===== src/rtl/mtmr_pkg.sv =====
package mtmr_pkg;

    typedef enum logic [1:0] {
        ACC_NONE = 2'd0,
        ACC_LO   = 2'd1,
        ACC_HI   = 2'd2,
        ACC_FULL = 2'd3
    } acc_e;

    typedef struct packed {
        logic sel_time;
        acc_e kind;
    } dec_t;

    function automatic acc_e acc_kind(input logic wide, input logic upper);
        if (wide)
            return upper ? ACC_NONE : ACC_FULL;
        return upper ? ACC_HI : ACC_LO;
    endfunction

    function automatic logic [63:0] merge_word(input logic [63:0] old,
                                               input logic [63:0] wdata,
                                               input acc_e kind);
        case (kind)
            ACC_FULL: return wdata;
            ACC_LO:   return {old[63:32], wdata[31:0]};
            ACC_HI:   return {wdata[31:0], old[31:0]};
            default:  return old;
        endcase
    endfunction

    function automatic logic [63:0] read_view(input logic [63:0] value,
                                              input acc_e kind);
        case (kind)
            ACC_FULL: return value;
            ACC_LO:   return {32'd0, value[31:0]};
            ACC_HI:   return {32'd0, value[63:32]};
            default:  return 64'd0;
        endcase
    endfunction

endpackage


===== src/rtl/mtmr_decode.sv =====
module mtmr_decode
    import mtmr_pkg::*;
#(
    parameter int ADDR_W    = 16,
    parameter int NUM_HARTS = 2,
    parameter int CMP_BASE  = 'h4000,
    parameter int TIME_BASE = 'hBFF8
) (
    input  logic [ADDR_W-1:0]    addr,
    input  logic                 wide,
    output dec_t                 dec,
    output logic [NUM_HARTS-1:0] sel_cmp
);
    localparam int IDX_W = ADDR_W - 3;
    localparam logic [ADDR_W-1:0] CB = ADDR_W'(CMP_BASE);
    localparam logic [ADDR_W-1:0] TB = ADDR_W'(TIME_BASE);

    logic [ADDR_W-1:0] rel;
    logic              in_cmp;
    logic              aligned;

    always_comb begin
        aligned      = (addr[1:0] == 2'b00);
        rel          = addr - CB;
        in_cmp       = (addr >= CB) && (rel[ADDR_W-1:3] < IDX_W'(NUM_HARTS));
        dec.sel_time = (addr[ADDR_W-1:3] == TB[ADDR_W-1:3]);
        dec.kind     = aligned ? acc_kind(wide, addr[2]) : ACC_NONE;
    end

    for (genvar h = 0; h < NUM_HARTS; h++) begin : g_sel
        assign sel_cmp[h] = in_cmp && (rel[ADDR_W-1:3] == IDX_W'(h));
    end

endmodule


===== src/rtl/mtmr_timebase.sv =====
module mtmr_timebase
    import mtmr_pkg::*;
(
    input  logic        clk,
    input  logic        rst,
    input  logic        tick,
    input  logic        wr_en,
    input  acc_e        kind,
    input  logic [63:0] wdata,
    output logic [63:0] time_q
);
    always_ff @(posedge clk) begin
        if (rst)
            time_q <= 64'd0;
        else if (wr_en)
            time_q <= merge_word(time_q, wdata, kind);
        else if (tick)
            time_q <= time_q + 64'd1;
    end
endmodule


===== src/rtl/mtmr_cmp_slot.sv =====
module mtmr_cmp_slot
    import mtmr_pkg::*;
(
    input  logic        clk,
    input  logic        rst,
    input  logic        wr_en,
    input  acc_e        kind,
    input  logic [63:0] wdata,
    input  logic [63:0] time_q,
    output logic [63:0] cmp_q,
    output logic        irq_q
);
    always_ff @(posedge clk) begin
        if (rst) begin
            cmp_q <= '1;
            irq_q <= 1'b0;
        end else begin
            if (wr_en)
                cmp_q <= merge_word(cmp_q, wdata, kind);
            irq_q <= (cmp_q <= time_q);
        end
    end
endmodule


===== src/rtl/mtimer_top.sv =====
module mtimer_top
    import mtmr_pkg::*;
#(
    parameter int ADDR_W    = 16,
    parameter int NUM_HARTS = 2,
    parameter int CMP_BASE  = 'h4000,
    parameter int TIME_BASE = 'hBFF8
) (
    input  logic                 clk,
    input  logic                 rst,
    input  logic                 tick,
    input  logic                 bus_valid,
    input  logic                 bus_write,
    input  logic                 bus_wide,
    input  logic [ADDR_W-1:0]    bus_addr,
    input  logic [63:0]          bus_wdata,
    output logic [63:0]          bus_rdata,
    output logic [NUM_HARTS-1:0] irq
);
    dec_t                   dec;
    logic [NUM_HARTS-1:0]   sel_cmp;
    logic                   wr_cycle;
    logic                   time_wr;
    logic [63:0]            time_q;
    logic [63:0]            cmp_q [NUM_HARTS];
    logic [NUM_HARTS*64-1:0] cmp_flat;

    mtmr_decode #(
        .ADDR_W(ADDR_W), .NUM_HARTS(NUM_HARTS),
        .CMP_BASE(CMP_BASE), .TIME_BASE(TIME_BASE)
    ) u_dec (
        .addr(bus_addr), .wide(bus_wide), .dec(dec), .sel_cmp(sel_cmp)
    );

    assign wr_cycle = bus_valid && bus_write && (dec.kind != ACC_NONE);
    assign time_wr  = wr_cycle && dec.sel_time;

    mtmr_timebase u_time (
        .clk(clk), .rst(rst), .tick(tick), .wr_en(time_wr),
        .kind(dec.kind), .wdata(bus_wdata), .time_q(time_q)
    );

    for (genvar h = 0; h < NUM_HARTS; h++) begin : g_hart
        mtmr_cmp_slot u_slot (
            .clk(clk), .rst(rst),
            .wr_en(wr_cycle && sel_cmp[h]),
            .kind(dec.kind), .wdata(bus_wdata), .time_q(time_q),
            .cmp_q(cmp_q[h]), .irq_q(irq[h])
        );
        assign cmp_flat[h*64 +: 64] = cmp_q[h];
    end

    always_comb begin
        bus_rdata = 64'd0;
        if (dec.sel_time)
            bus_rdata = read_view(time_q, dec.kind);
        for (int h = 0; h < NUM_HARTS; h++)
            if (sel_cmp[h])
                bus_rdata = read_view(cmp_q[h], dec.kind);
    end

endmodule


===== config.mk =====
export PLATFORM = sky130hd
export DESIGN_NAME = mtimer_top
export DESIGN_NICKNAME = d
export VERILOG_FILES = /design/src/rtl/mtmr_pkg.sv /design/src/rtl/mtmr_decode.sv /design/src/rtl/mtmr_timebase.sv /design/src/rtl/mtmr_cmp_slot.sv /design/src/rtl/mtimer_top.sv
export SDC_FILE = /design/constraint.sdc
export NUM_CORES = 1
export LEC_CHECK = 0
export BUFFER_PORTS_ARGS = -buffer_cell sky130_fd_sc_hd__buf_2
export CAP_MARGIN = 20
export CORE_MARGIN = 4
export CORE_UTILIZATION = 30
export DETAILED_ROUTE_END_ITERATION = 10
export PLACE_DENSITY = 0.47
export SLEW_MARGIN = 20
export SYNTH_ARGS = -nofsm -noshare
export SYNTH_HDL_FRONTEND = slang
export SYNTH_SLANG_ARGS = --single-unit

===== constraint.sdc =====
create_clock -name clk -period 2.85 [get_ports clk]
set_input_delay 0.1425 -clock clk [delete_from_list [all_inputs] [get_ports clk]]
set_output_delay 0.1425 -clock clk [all_outputs]
set_load 0.02 [all_outputs]

==> impl_metrics.csv <==
group,metric,value,unit
logic_synthesis,syn_avg_cell_area,7.54,um2
final_layout,layout_commonest_cell,"nand2_1",
floorplan,boundaryPins,152,
floorplan,core,46800,um2
power,peakVddDrop,255,uV
clock_network,clock_sinks,194,
route,vias,16300,
floorplan,rows,79,
setup_path,worstPathArrival,3.19,ns
sta,timing.hold.ws,0.0161,ns
final_layout,nets,2311,
logic_synthesis,synth_area_leaders,"dfxtp_1 27%, ha_1 12%, o211ai_1 6.9%",
sta,tightestPinTransition,0.973,ns
setup_path,r2r_start,"u_time.time_q[19]",
worst_hold_path,min-delay-start,"bus_wdata[16]",
global_route,grt_use_met3,4.13,%
power,p_leak,7.02,nW
floorplan,dieHeight,226,um
sta,slew_headroom,35.1,%
route,routedWlPerCell,25.0,um
clock_network,cts_hold_buffers,0,
outcome,run_status,"finished, final reports clean",
clock_network,post-cts-setup-buffer-count,0,
sta,setup_violations,0,
floorplan,start_util,30.5,%
sta,rsz0062_at_grt,"false",
global_route,grt_pass1_vias,15000,
clock_network,clk_pin_slew,0.08,ns
global_route,grt_pass1_wl,99.2,mm
final_layout,nFillCells,4861,
setup_path,crit_path_end_kind,"flip-flop",
floorplan,die_w,226,um
power,power.density,357,nW/um2
worst_hold_path,hold_class,"input pin to flip-flop",
worst_hold_path,worstHoldEndpoint,"g_hart[1].u_slot.cmp_q[16]",
logic_synthesis,synth_flop_cell,"dfxtp_1",
setup_path,r2r_end,"u_time.time_q[52]",
final_layout,area_growth,22.5,%
logic_synthesis,yosysWarningCount,0,
worst_hold_path,whs_path_depth,3,
sta,period_minus_slack,2.78,ns
placement,routabilityCongestion,0.918,
clock_network,htreeDepth,4,
clock_network,numCtsBuffers,17,
global_route,grt_overflow_total,0,
logic_synthesis,yosys.area.top_type,"dfxtp_1",
sta,hold_viol_final,0,
setup_path,path_class,"flip-flop to flip-flop",
logic_synthesis,ys_types,65,
global_route,grt_use_met1,38.1,%
logic_synthesis,synth_edf_count,0,
setup_path,setup.worst_path.start_class,"flip-flop",
setup_path,critPathMaxFanout,5,
setup_path,slowest_stage,"nor4_1",
route,dr.pass1.iters,7,
clock_network,cts_tree,"yes",
setup_path,r2r_setup_slack,0.07,ns
global_route,use_met2,38.7,%
global_route,top_usage_layer,"met2",
sta,fmax,359,MHz
route,viasPerCell,6.01,
sta,post-route-period-util,97.7,%
route,drt-total-wl,67.6,mm
sta,finClkSkew,0.0113,ns
clock_network,clockRootBuffer,"clkbuf_16",
floorplan,dieArea,51100,um2
logic_synthesis,syn_inst,1894,
setup_path,r2r_cells,8,
global_route,grtUsageTotal,25.7,%
placement,port_buffers,151,
final_layout,drive_gt1_share,20.2,%
placement,detailed_place_hpwl,52.1,mm
route,drt_iter0_markers,2017,
final_layout,postLayoutCoreUtil,37.4,%
sta,final_max_slew_viol_count,0,
logic_synthesis,syn_nets,2118,
setup_path,critPathMaxStageDelay,0.56,ns
clock_network,cts_buffer_depth,2,
logic_synthesis,yosysSeqAreaShare,27.2,%
logic_synthesis,synth.cell_area,14300,um2
final_layout,num_antenna_cells,0,
clock_network,clk_latency,0.48,ns
final_layout,layout_common_cells,"253 x nand2_1, 194 x dfxtp_1, 158 x nor2_1",
route,postRouteAntennaNets,0,
route,drc_errors,0,
logic_synthesis,async_flop_share,0,%
run,drv_cap,0,
logic_synthesis,yosys_register_bits,194,
global_route,antenna_found_initial,0,
setup_path,worst_ep_required_time,3.26,ns
setup_path,cp_cell_sequence,"nand3_1 -> buf_4 -> nor4_1 -> and4_1 -> nand4_2 -> or3_1 -> o31a_1 -> o21ai_1",
sta,tns,0,ns
logic_synthesis,yosysTopAreaCellShare,27.2,%
global_route,grt_max_degree,100,
cells in the mapped netlist, types with 5 or more instances:
cell      count
nand3_1      51
a22o_1       31
o22ai_1      40
o31ai_1       8
nor4_1       29
buf_2        11
a21o_1       11
mux2i_1       5
a211oi_2      5
nor2b_1       5
buf_1         5
a211oi_1      9
o21ai_1       6
and3_1       10
mux2_2       32
a22oi_1     130
or2_2         5
dfxtp_1     194
o211ai_1    132
buf_4         5
or3_1         7
and4_1        5
a21oi_1     137
nor3_1       45
ha_1        138
a31oi_1      12
o21ai_0      89
nand4_1      50
nand2_1     255
o41ai_1       7
clkbuf_1    127
nor2_1      158
inv_1        76
power by group:
group / internal, mW / switching, mW / total [mW]
clock: 1.61 / 1.21 / 2.82
sequential: 2.71 / 0.00667 / 2.72
combinational: 0.237 / 0.474 / 0.712
per-stage QoR:
stage	instances	setup slack (ns)	cell area, um2	power (mW)
floorplan	1894	0.249	14300	3.14
global placement	2675	0.149	16800	3.48
detailed placement	2675	0.103	16800	3.48
CTS	2707	0.0966	17500	6.27
global route	2707	0.0161	17500	6.41
finish	2707	0.0663	17500	6.25
per-layer routing:
layer  part of all wire (%)  vias up  wire, um
li1                       -     7471         -
met1                     46     7980     31300
met2                     43      735     28900
met3                    8.5       85      5770
met4                    2.3        0      1560
met5                      0        -         0
worst max-delay path: cells and delay by family, from the launching register on:
kind | cells | cell delay [ns]
simple gates | 5 | 1.71
flops | 1 | 0.45
compound gates | 2 | 0.38
buf+inv | 1 | 0.18
what timing repair did:
item / 4_1_cts / 5_1_grt
setup endpoints to repair: 0 / 1
resized for setup: 0 / 1
hold endpoints to repair: 0 / 0
worst max path at each step:
stage | startpoint | end | slack, ns | depth (start not counted)
floorplan | bus_addr[2] | bus_rdata[24] | 0.25 | 11
global placement | bus_addr[2] | u_time.time_q[30] | 0.15 | 13
detailed placement | bus_addr[2] | u_time.time_q[30] | 0.10 | 13
CTS | u_time.time_q[55] | g_hart[0].u_slot.irq_q | 0.1 | 11
global route | bus_addr[2] | bus_rdata[28] | 0.02 | 13
finish | u_time.time_q[19] | u_time.time_q[52] | 0.07 | 8
registers in the layout, summed over array words and instances (netlist names):
name	flops
u_time.time_q	64
g_hart.u_slot.cmp_q	128
g_hart.u_slot.irq_q	2
logic make-up (layout without fill, tap and decap cells):
logic type / count (synthesis) / count (layout) / synth area share [%]
AOI/OAI and AO/OA: 653 / 653 / 30.9
adders and majority gates: 138 / 138 / 12.1
muxes: 37 / 37 / 2.87
and+or+nand+nor: 644 / 644 / 20.6
buffers and inverters: 228 / 434 / 6.38
DFF: 194 / 194 / 27.2
cell type report:
type	instances	area, um2	share of cell area [%]
multi-input combinational	1472	9550	54.6
sequential	194	3880	22.2
timing repair buffer	325	2350	13.4
tap	607	759	4.34
clock buffer	20	457	2.61
inverter	77	292	1.67
clock inverter	12	203	1.16
No activity file was read; power rests on OpenSTA's default activity.
